[src/rtl/pixclk_changer.sv]
module pixclk_changer #(
  parameter int NSRC        = 3,
  parameter int SEL_W       = 2,
  parameter int DIV_W       = 8,
  parameter int SYNC_STAGES = 2
) (
  input  logic            clk,
  input  logic            rst_n,
  input  logic [NSRC-1:0] src_clk,
  input  logic            wr_en,
  input  logic [31:0]     wr_data,
  output logic [31:0]     rd_data,
  output logic            clk_out
);

  localparam int SEL_LSB  = 32 - SEL_W;
  localparam int CE_BIT   = SEL_LSB - 1;
  localparam int BUSY_BIT = SEL_LSB - 2;
  localparam int STOP_BIT = SEL_LSB - 3;
  localparam int NCODES   = 2 ** SEL_W;

  logic [SEL_W-1:0] pend_sel, act_sel;
  logic [DIV_W-1:0] pend_div, act_div, cnt;
  logic             ce_q, busy_q, stop_q;
  logic [NSRC-1:0]  src_ev;
  logic [NCODES-1:0] ev_pad;

  genvar i;
  generate
    for (i = 0; i < NSRC; i++) begin : g_sync
      logic [SYNC_STAGES:0] sh;
      always_ff @(posedge clk or negedge rst_n)
        if (!rst_n) sh <= '0;
        else        sh <= {sh[SYNC_STAGES-1:0], src_clk[i]};
      assign src_ev[i] = sh[SYNC_STAGES] ^ sh[SYNC_STAGES-1];
    end
  endgenerate

  assign ev_pad = {{(NCODES-NSRC){1'b0}}, src_ev};

  logic ev_sel, run, wr_accept, apply_now;
  assign ev_sel    = ev_pad[act_sel];
  assign run       = !stop_q && (int'(act_sel) < NSRC);
  assign wr_accept = wr_en && ce_q && wr_data[CE_BIT];
  assign apply_now = busy_q && !clk_out && !wr_accept;

  always_ff @(posedge clk or negedge rst_n) begin
    if (!rst_n) begin
      ce_q     <= 1'b0;
      stop_q   <= 1'b0;
      busy_q   <= 1'b0;
      pend_sel <= '0;
      pend_div <= '0;
      act_sel  <= '0;
      act_div  <= '0;
    end else begin
      if (wr_en) begin
        ce_q   <= wr_data[CE_BIT];
        stop_q <= wr_data[STOP_BIT];
      end
      if (wr_accept) begin
        pend_sel <= wr_data[SEL_LSB +: SEL_W];
        pend_div <= wr_data[DIV_W-1:0];
        busy_q   <= 1'b1;
      end else if (apply_now) begin
        act_sel <= pend_sel;
        act_div <= pend_div;
        busy_q  <= 1'b0;
      end
    end
  end

  always_ff @(posedge clk or negedge rst_n) begin
    if (!rst_n) begin
      cnt     <= '0;
      clk_out <= 1'b0;
    end else if (apply_now || (!run && !clk_out)) begin
      cnt <= '0;
    end else if (ev_sel) begin
      if (cnt == act_div) begin
        cnt     <= '0;
        clk_out <= ~clk_out;
      end else begin
        cnt <= cnt + 1'b1;
      end
    end
  end

  always_comb begin
    rd_data                      = '0;
    rd_data[SEL_LSB +: SEL_W]    = pend_sel;
    rd_data[CE_BIT]              = ce_q;
    rd_data[BUSY_BIT]            = busy_q;
    rd_data[STOP_BIT]            = stop_q;
    rd_data[DIV_W-1:0]           = pend_div;
  end

  assert_ignored_write_R3: assert property (@(posedge clk) disable iff (!rst_n)
    (wr_en && !ce_q) |=> ($stable(pend_div) && $stable(pend_sel)));

  assert_busy_clears_low_R4: assert property (@(posedge clk) disable iff (!rst_n)
    $fell(busy_q) |-> !clk_out);

  assert_settled_R4: assert property (@(posedge clk) disable iff (!rst_n)
    !busy_q |-> (act_div == pend_div && act_sel == pend_sel));

  assert_change_while_low_R4: assert property (@(posedge clk) disable iff (!rst_n)
    (!$stable(act_div) || !$stable(act_sel)) |-> !clk_out);

  assert_no_clock_code_R6: assert property (@(posedge clk) disable iff (!rst_n)
    (int'(act_sel) >= NSRC && !clk_out) |=> !clk_out);

  assert_stop_holds_low_R7: assert property (@(posedge clk) disable iff (!rst_n)
    (stop_q && !clk_out) |=> !clk_out);

endmodule

[config.mk]
export PLATFORM = sky130hd
export DESIGN_NAME = pixclk_changer
export DESIGN_NICKNAME = d
export VERILOG_FILES = /design/src/rtl/pixclk_changer.sv
export SDC_FILE = /design/constraint.sdc
export NUM_CORES = 1
export LEC_CHECK = 0
export BUFFER_PORTS_ARGS = -buffer_cell sky130_fd_sc_hd__buf_2
export CAP_MARGIN = 20
export CORE_MARGIN = 2
export CORE_UTILIZATION = 49
export DETAILED_ROUTE_END_ITERATION = 8
export GPL_TIMING_DRIVEN = 1
export PLACE_DENSITY = 0.9
export SYNTH_ARGS = -nofsm -noshare
export SYNTH_HDL_FRONTEND = slang
export SYNTH_SLANG_ARGS = --single-unit
[constraint.sdc]
create_clock -name clk -period 2 [get_ports clk]
set_input_delay 0.4 -clock clk [delete_from_list [all_inputs] [get_ports clk]]
set_output_delay 0.4 -clock clk [all_outputs]
set_load 0.005 [all_outputs]
==> impl_results.md, run 1 <==
* Yosys synthesis warning count at 0
* Leak at slightly above 1 nW
* GRT Residual Overflow at 0
* Post-place instance area at 2070 µm²
* Commonest non-fill, non-tap cells in the layout: dfrtp_1, buf_2, mux2_2, conb_1, a21oi_1
* I/O pins at 71
* Global-route wire length before repair at 4860 µm
* Routability congestion estimate from global placement at approximately 0.89
* Layout area overhead at 11.9%
* Adder-cell share of the synthesized area at 0.645%
* Via Count at 1219
* Largest net degree at the start of global routing at 42
* Yosys cell types at 31
* Detailed Route WL at 3000 µm
* Post-route ant nets at 0
* Fin Setup TNS at 0 ps
* Fin. max-slew vios at 0
* Hold Crit Class: primary input to async pin
* CP arrival at 1910 ps
* Initial core utilization at 51.8%
* Nature of the critical path startpoint: register
* Slowest-stage cell, CP: dfrtp_1
* Maximum clock frequency at between 0.5 and 0.6 GHz
* Delay of the slowest critical-path stage at approximately 440 ps
* Pwr per Cell Area at 1190 nW/µm²
* Post-synthesis xor/xnor area fraction at 5.42%
* # DRC at 0
* PostCTS Resize Cnt at 0
* Final min period at 1740 ps
* Clock Tree Buf Depth at 2
* HPWL after detailed placement at between 2000 and 2500 µm
* Postcts setup bufs at 0
* H-tree Lvls at 2
* # diodes at 0
* CP required at 2170 ps
* Mean Syn Cell Area at ~12 µm²
* Synth Register Bits at 41
* TritonCTS Sinks at 41
* Unrepaired setup endpoints after global routing: no
* Initial antenna violation count at 0
* Fin crit share at 87.0%
* Die width at 66.9 µm
* Synthesized area at 1940 µm²
* Root buf cell: clkbuf_8
* CP Cell Sequence: xor2_1 -> nor4_2 -> nand2_2 -> a21oi_1 -> o32ai_1
* Final setup fails at 0
* Worst Skew at between 5 and 6 ps
* Simple-gate portion of the synthesized area at 10.8%
* Max Cap Viol at 0
* Finished Core Util at 58.0%
* Inserted Clock Buffers at 5
* Status: finished, final reports clean
* Main combinational cell family by area after synthesis: multiplexers
* Mapped Cells at 157
* GRT Overall Usage at 15.0%
* Register area share after synthesis at 52.9%
* Post-synthesis mux area share at approximately an eighth
* Final net count at 230
* Commonest non-fill, non-tap cell in the layout: dfrtp_1
* Core Area at 3740 µm²
* Vias per std cell at 5.10
* Peak VDD IR at around 0.00077 V
* Row cnt at 22
* Clock Latency Late Sink at 290 ps
* Die Y at 66.9 µm
* Clock slew at reported path FFs at roughly 70 ps
* Hold Vio Cnt, Final at 0
* Crit end category: register
* Layout cells sized above 1 at 37.7%
* WL per Instance at 12.5 µm
* CTS Hold Bufs at 0
* CTS tree: done
* Pre-antenna DRT Iters at 4
* Initial DRC count at 32
* Crit path kind: register to register
* Die footprint at 4480 µm²
* Compound-Gate Fraction of Synth Area at 7.03%
* Maximum fanout along the worst path at 11
* Buffers on Ports at 31
* Number of global-route vias before repair at 1075
* Post-route cell area at 2170 µm²
==> through the flow <==
step	total power (W)	instances	setup slack [ps]	hold slack (ps)
after floorplan	0.00178	175	479	104
final	0.00259	239	259	71.1
after global placement	0.00193	232	346	333
after global routing	0.00274	239	125	78.0
after detailed placement	0.00197	232	273	335
after CTS	0.00261	239	262	65.5
==> cell usage after synthesis, drive strengths merged <==
master,instances,area (µm²)
and3,3,21.3
nor2,1,3.75
buf,25,191
xnor2,2,17.5
nand3,8,40.0
a31oi,1,6.26
o311ai,1,26.3
nand4b,3,26.3
o21ai,4,20.0
dfrtp,41,1030
xor2,10,87.6
o32ai,2,17.5
or2,1,6.26
mux2,22,248
nand2,9,43.8
nand3b,2,15.0
ha,1,12.5
conb,1,3.75
nand4,2,12.5
inv,2,7.51
a21oi,11,55.1
o311a,1,11.3
nor4,2,25.0
nor3,2,15.0
==> path summary, 6_finish.rpt <==
kind / startpoint / end / slack, ps / cells past startpoint
max: cnt[4]$_DFFE_PN0P_ / cnt[3]$_DFFE_PN0P_ / 260 / 5
min: rst_n / g_sync[1].sh[0]$_DFF_PN0_ / 70 / 2
max reg2reg: cnt[4]$_DFFE_PN0P_ / cnt[3]$_DFFE_PN0P_ / 260 / 5
min reg2reg: g_sync[0].sh[0]$_DFF_PN0_ / g_sync[0].sh[1]$_DFF_PN0_ / 350 / 0
max in group asynchronous: rst_n / pend_div[0]$_DFFE_PN0P_ / 1740 / 2
min in group clk: src_clk[2] / g_sync[2].sh[0]$_DFF_PN0_ / 210 / 1
==> report_power, final <==
| part | switching [W] | internal (W) | total (W) |
|---|---|---|---|
| clock network | 0.000262 | 0.000362 | 0.000625 |
| logic | 0.000381 | 0.000368 | 0.000750 |
| registers | 0.000182 | 0.00103 | 0.00121 |
==> final cells by class <==
| class | instances | area (µm²) |
|---|---|---|
| clock inverters | 2 | 35.0 |
| well taps | 48 | 60.1 |
| inverters | 2 | 7.51 |
| repair buffers | 34 | 190 |
| fillers | 300 | 1570 |
| flip-flops and latches | 41 | 1030 |
| multi-input cells | 107 | 782 |
| clock buffers | 5 | 68.8 |
==> flip-flops by register name, indices dropped and copies added (netlist names) <==
signal	cells
act_sel	2
act_div	8
pend_div	8
cnt	8
clk_out	1
stop_q	1
ce_q	1
busy_q	1
g_sync.sh	9
pend_sel	2
==> cells by family (layout without fill, tap and decap cells) <==
family          Yosys count  after routing
other cells               1             19
compound gates           20             20
flops                    41             41
fa+ha+maj                 1              1
simple gates             33             33
buf+inv                  27             43
mux                      22             22
xor+xnor                 12             12
==> routing by layer <==
layer	wire (µm)	vias up	track usage [%]
met5	0	-	0
met4	78	0	8.42
met3	155	8	4.05
met2	1430	42	23.1
met1	1330	590	19.0
li1	-	579	-
==> worst max-delay path: cells and delay by family, from the launching register on <==
kind	cells	cell delay, ps
AO/OA/AOI/OAI	2	310
XOR/XNOR	1	190
flip-flops	1	440
AND/OR/NAND/NOR	2	690
No activity file was read; power rests on OpenSTA's default activity.
==> inputs of run 2 (changes only) <==
==> constraint.sdc (replaced) <==
create_clock -name clk -period 1.7 [get_ports clk]
set_input_delay 0.34 -clock clk [delete_from_list [all_inputs] [get_ports clk]]
set_output_delay 0.34 -clock clk [all_outputs]
set_load 0.005 [all_outputs]
==> run 2 against run 1 <==
Net effect:
- cell area increased by 2.5%
- critical path depth unchanged
- maximum frequency increased by 2.6%
- combinational power increased by 35%
- die area unchanged
- critical path type unchanged
- sequential power increased by 18%
- wire length increased by 14%
- via count increased by 8.0%
- register-to-register slack got worse by 260 ps
- power increased by 24%
- core utilization increased by 1.4 points
- non-clock buffer count increased by 3
==> impl_results.md, run 2 (synthesis gave the netlist of run 1 again) <==
* Status: finished, final reports clean
* Unrepaired setup endpoints after global routing: yes
* Routability congestion estimate from global placement at approximately 0.90
* Global-route wire length before repair at 5300 µm
* Final min period at 1700 ps
* Clock power frac at 24.2%
* Worst Skew at 4.55 ps
* Row cnt at 22
* Fin. max-slew vios at 0
* Clock Latency Late Sink at approximately 300 ps
* Via Count at roughly 1300
* Core Area at 3740 µm²
* Number of global-route vias before repair at 1236
* # DRC at 0
* Hold Vio Cnt, Final at 0
* Max reg flops at 9
* Dpl ws at ~94 ps
* P_sw at roughly 0.0011 W
* GRT Overall Usage at 16.4%
* Peak VDD IR at 0.00123 V
* Detailed Route WL at 3410 µm
* Nature of the critical path startpoint: register
* Die Y at 66.9 µm
* Clock Tree Buf Depth at 2
* Root buf cell: clkbuf_8
* WHS at 142 ps
* Crit end category: register
* Maximum fanout along the worst path at 6
* Initial DRC count at 29
* Crit path kind: register to register
* GRT Residual Overflow at 0
* Hold Crit Class: primary input to register
* CTS tree: done
* Initial antenna violation count at 0
* Overall power at 0.00321 W
* HPWL after detailed placement at between 2000 and 2500 µm
* Die width at 66.9 µm
* Clock slew at reported path FFs at 80 ps
* Sequential Power Share at between 40% and 50%
* Max Cap Viol at 0
* Path depth of the worst reg2reg path at 5
* # diodes at 0
* Post-place instance area at 2080 µm²
* Layout area overhead at 14.6%
* Layout cells sized above 1 at a little under two fifths
* Final net count at 234
* Switching part of the total at 33.6%
* WL per Instance at approximately 14 µm
* Commonest non-fill, non-tap cell in the layout: dfrtp_1
* Buffers on Ports at 31
* TritonCTS Sinks at 41
* Finished Core Util at 59.4%
* Slack of the critical path at 2.56 ps
* Commonest non-fill, non-tap cells in the layout: dfrtp_1, buf_2, mux2_2, conb_1, a21oi_1
* Pwr per Cell Area at 1440 nW/µm²
* Gate power share at 31.4%
* Internal at approximately 0.0021 W
* Fin crit share at between 90 and 100%
* CP arrival at 1910 ps
* Final setup fails at 0
* Hold path depth at 1
* Largest net degree at the start of global routing at 23
* CP required at approximately 1900 ps
* I/O pins at 71
* Post-route cell area at 2220 µm²
* Initial core utilization at about half
* Inserted Clock Buffers at 5
* Leak at 1.04 nW
* Vias per std cell at 5.40
* Post-route ant nets at 0
* Die footprint at 4480 µm²
* Postcts setup bufs at 0
* Maximum clock frequency at 0.589 GHz
* H-tree Lvls at 2
* Pre-antenna DRT Iters at 4
* Top reg by flops: g_sync.sh
## run 2: cell types whose count changed in the layout (fill, tap and decap cells not counted)
cell	delta
nor4_2	-2
dlygate4sd3_1	+1
nor4_4	+2
clkbuf_1	+1
buf_4	+2
clkinv_4	+1
clkinv_2	-1
nand2_1	+1
## run 2: power groups by stage
stage | Clock, W | Sequential [W] | Combinational, W
5_1_grt | 0.000831 | 0.00146 | 0.00108
2_1_floorplan | 0 | 0.00140 | 0.000692
6_report | 0.000776 | 0.00143 | 0.00101
3_3_place_gp | 0 | 0.00143 | 0.000877
4_1_cts | 0.000787 | 0.00143 | 0.000927
3_5_place_dp | 0 | 0.00145 | 0.000921
## run 2: metrics by stage
stage               instances  TNS, ps
detailed placement        234        0
global placement          234        0
global route              244    -83.3
CTS                       243        0
finish                    244        0
floorplan                 175        0
## run 2: worst paths after layout
path	from	to	slack [ps]
max in group asynchronous	rst_n	cnt[0]$_DFFE_PN0P_	700
max reg2reg	cnt[5]$_DFFE_PN0P_	clk_out$_DFFE_PN0P_	3
max	cnt[5]$_DFFE_PN0P_	clk_out$_DFFE_PN0P_	3
min reg2reg	g_sync[2].sh[0]$_DFF_PN0_	g_sync[2].sh[1]$_DFF_PN0_	350
min	src_clk[2]	g_sync[2].sh[0]$_DFF_PN0_	140
min in group asynchronous	rst_n	act_div[3]$_DFFE_PN0P_	530
## run 2: repair_timing
| item | 4_1_cts | 5_1_grt |
|---|---|---|
| resized for setup | 0 | 2 |
| endpoints found under the setup margin | 0 | 2 |
| hold endpoints to repair | 11 | 0 |
| hold buffers | 1 | 0 |
## run 2: final cells by class
type,instances,area (µm²)
clock buffers,6,72.6
clock inverters,2,38.8
fillers,289,1520
inverters,2,7.51
multi-input cells,108,803
flip-flops and latches,41,1030
well taps,48,60.1
repair buffers,37,215
## run 2: layer usage
layer | up-vias | global-route usage [%] | routed length, µm | part of all wire, %
li1 | 593 | - | - | -
met1 | 646 | 19.8 | 1340 | 39
met2 | 65 | 25.9 | 1780 | 52
met3 | 13 | 3.72 | 193 | 5.7
met4 | 0 | 11.2 | 105 | 3.1
met5 | - | 0 | 0 | 0
## run 2: worst max-delay path: stages (launching register included)
cell	delay, ps
dfrtp_1	460
xor2_1	220
nor4_4	350
nand2_2	190
nor3_2	190
xor2_1	200
==> inputs of run 3 (changes only) <==
--- a/config.mk
+++ b/config.mk
@@ -12,6 +12,8 @@
 export DETAILED_ROUTE_END_ITERATION = 8
 export GPL_TIMING_DRIVEN = 1
 export PLACE_DENSITY = 0.9
+export SETUP_SLACK_MARGIN = 0.4
+export SKIP_CTS_REPAIR_TIMING = 1
 export SYNTH_ARGS = -nofsm -noshare
 export SYNTH_HDL_FRONTEND = slang
 export SYNTH_SLANG_ARGS = --single-unit
==> run 3 against run 2 <==
Net effect:
- the run now ends with hold timing left
- worst setup slack gained 87 ps
- sequential power hardly changed
- non-clock buffer count grew 13
- die area stayed put
- wire length is 15% higher
- largest cell class unchanged
- clock power down 23%
- global-route usage grew 0.59 points
- clock skew increased by 1.4 ps
- count of clock-buffer cells in the layout did not move
- critical path depth is 1 higher
- via count rose by 2.8%
==> impl_results.md, run 3 (synthesis gave the netlist of run 1 again) <==
* Maximum fanout along the worst path at 5
* Max Cap Viol at 0
* Die Y at between 60 and 70 µm
* Failing checks: hold timing
* Final setup fails at 0
* Initial core utilization at 51.8%
* Delay of the slowest critical-path stage at 450 ps
* Slack of the critical path at approximately 90 ps
* Gate power share at 37.7%
* Row cnt at 22
* CTS tree: done
* Largest net degree at the start of global routing at 24
* Routability congestion estimate from global placement at 0.923
* Top reg by flops: g_sync.sh
* Fin Setup TNS at 0 ps
* Pre-antenna DRT Iters at 4
* Layout cells sized above 1 at between 40% and 50%
* CP Cell Sequence: xor2_2 -> nor4_4 -> buf_4 -> a21oi_1 -> o21ai_1 -> a21oi_1
* CP arrival at 1780 ps
* Hold Vio Cnt, Final at 18
* TritonCTS Sinks at 41
* Initial DRC count at 54
* HPWL after detailed placement at 2370 µm
* Sequential Power Share at 43.9%
* GRT Residual Overflow at 0
* Layout area overhead at 21.0%
* Final net count at 247
* Final min period at 1610 ps
* Hold Crit Class: primary input to async pin
* Leak at 1.12 nW
* Multi-input gate area at 841 µm²
* Post-route ant nets at 0
* Max reg flops at 9
* Number of global-route vias before repair at 1198
* P_sw at 0.00115 W
* H-tree Lvls at 2
* Fin. max-slew vios at 0
* Worst Skew at 5.92 ps
* I/O pins at 71
* # DRC at 0
* Status: finished with violations
* Detailed Route WL at 3910 µm
* Inserted Clock Buffers at 5
* Pwr per Cell Area at 1390 nW/µm²
* Buffers on Ports at 31
* Clock power frac at a little under a fifth
* Maximum clock frequency at 0.621 GHz
* Commonest non-fill, non-tap cell in the layout: dfrtp_1
* Die width at between 60 and 70 µm
* Path depth of the worst reg2reg path at 6
* GRT Overall Usage at 17.0%
* Crit path kind: register to register
* Clock Tree Buf Depth at 2
* Peak VDD IR at 0.000855 V
* Overall power at 0.00326 W
* WL per Instance at 15.2 µm
* Slowest-stage cell, CP: dfrtp_2
* Vias per std cell at 5.27
* Clock Latency Late Sink at 290 ps
* Layout fillers at between 200 and 300
* Dpl ws at 96.6 ps
* Nature of the critical path startpoint: register
* Crit end category: register
* Initial antenna violation count at 0
* Post-place instance area at ~2100 µm²
* Most common cell on crit path: a21oi_1
* Switching part of the total at 35.2%
* Post-route cell area at between 2000 and 2500 µm²
* Clock slew at reported path FFs at roughly 70 ps
* Internal at about 0.0021 W
* Global-route wire length before repair at between 5000 and 6000 µm
* Register area at 1030 µm²
* CP required at 1870 ps
* Root buf cell: clkbuf_8
* Fin crit share at 94.7%
* Unrepaired setup endpoints after global routing: yes
* Core Area at about 3700 µm²
* WHS at -18.6 ps
* Die footprint at between 4000 and 5000 µm²
* # diodes at 0
* Via Count at 1354
* Commonest non-fill, non-tap cells in the layout: dfrtp_1, buf_2, mux2_2, conb_1, buf_4
==> run 3: cell types whose count changed in the layout (fill, tap and decap cells not counted), sizes merged <==
cell	before	now
dlygate4sd3	1	0
bufinv	1	0
clkinv	1	2
buf	36	50
==> run 3: final cells by class <==
cell class / instances / area share (%)
clock inverters: 2 / 0.427
inverters: 2 / 0.320
clock buffers: 6 / 3.09
well taps: 48 / 2.56
multi-input cells: 108 / 35.8
flip-flops and latches: 41 / 43.8
repair buffers: 50 / 13.9
==> run 3: per-stage QoR <==
| stage | hold WS (ps) | util, % | std cells |
|---|---|---|---|
| floorplan | 44.4 | - | 175 |
| global placement | 302 | 56.0 | 236 |
| detailed placement | 306 | 56.0 | 236 |
| CTS | -8.60 | 58.2 | 244 |
| global route | 3.54 | 62.7 | 257 |
| finish | -18.6 | 62.7 | 257 |
==> run 3: metal layers <==
layer  global-route usage (%)  up-vias  share of wire [%]
li1                         -      614                  -
met1                     20.1      663                 39
met2                     28.1       67                 52
met3                     4.22       10                6.3
met4                     9.44        0                2.6
met5                        0        -                  0
==> run 3: worst paths after layout <==
path | end | slack (ps) | from
max reg2reg | cnt[2]$_DFFE_PN0P_ | 90 | cnt[0]$_DFFE_PN0P_
min reg2reg | g_sync[0].sh[1]$_DFF_PN0_ | 350 | g_sync[0].sh[0]$_DFF_PN0_
min | ce_q$_DFFE_PN0P_ | -20 | rst_n
max in group asynchronous | cnt[0]$_DFFE_PN0P_ | 1240 | rst_n
min in group clk | g_sync[2].sh[0]$_DFF_PN0_ | 150 | src_clk[2]
max | cnt[2]$_DFFE_PN0P_ | 90 | cnt[0]$_DFFE_PN0P_
==> run 3: power groups by stage <==
stage	registers (W)	clock network (W)	logic (W)
2_1_floorplan	0.00140	0	0.000693
3_3_place_gp	0.00142	0	0.000895
3_5_place_dp	0.00144	0	0.000922
4_1_cts	0.00142	0.000606	0.000931
5_1_grt	0.00146	0.000662	0.00132
6_report	0.00143	0.000598	0.00123
==> run 3: worst max-delay path: cells and delay by family, from the launching register on <==
kind	cells	cell delay [ps]
flops	1	450
buf+inv	1	200
compound gates	3	290
xor+xnor	1	180
simple gates	1	370
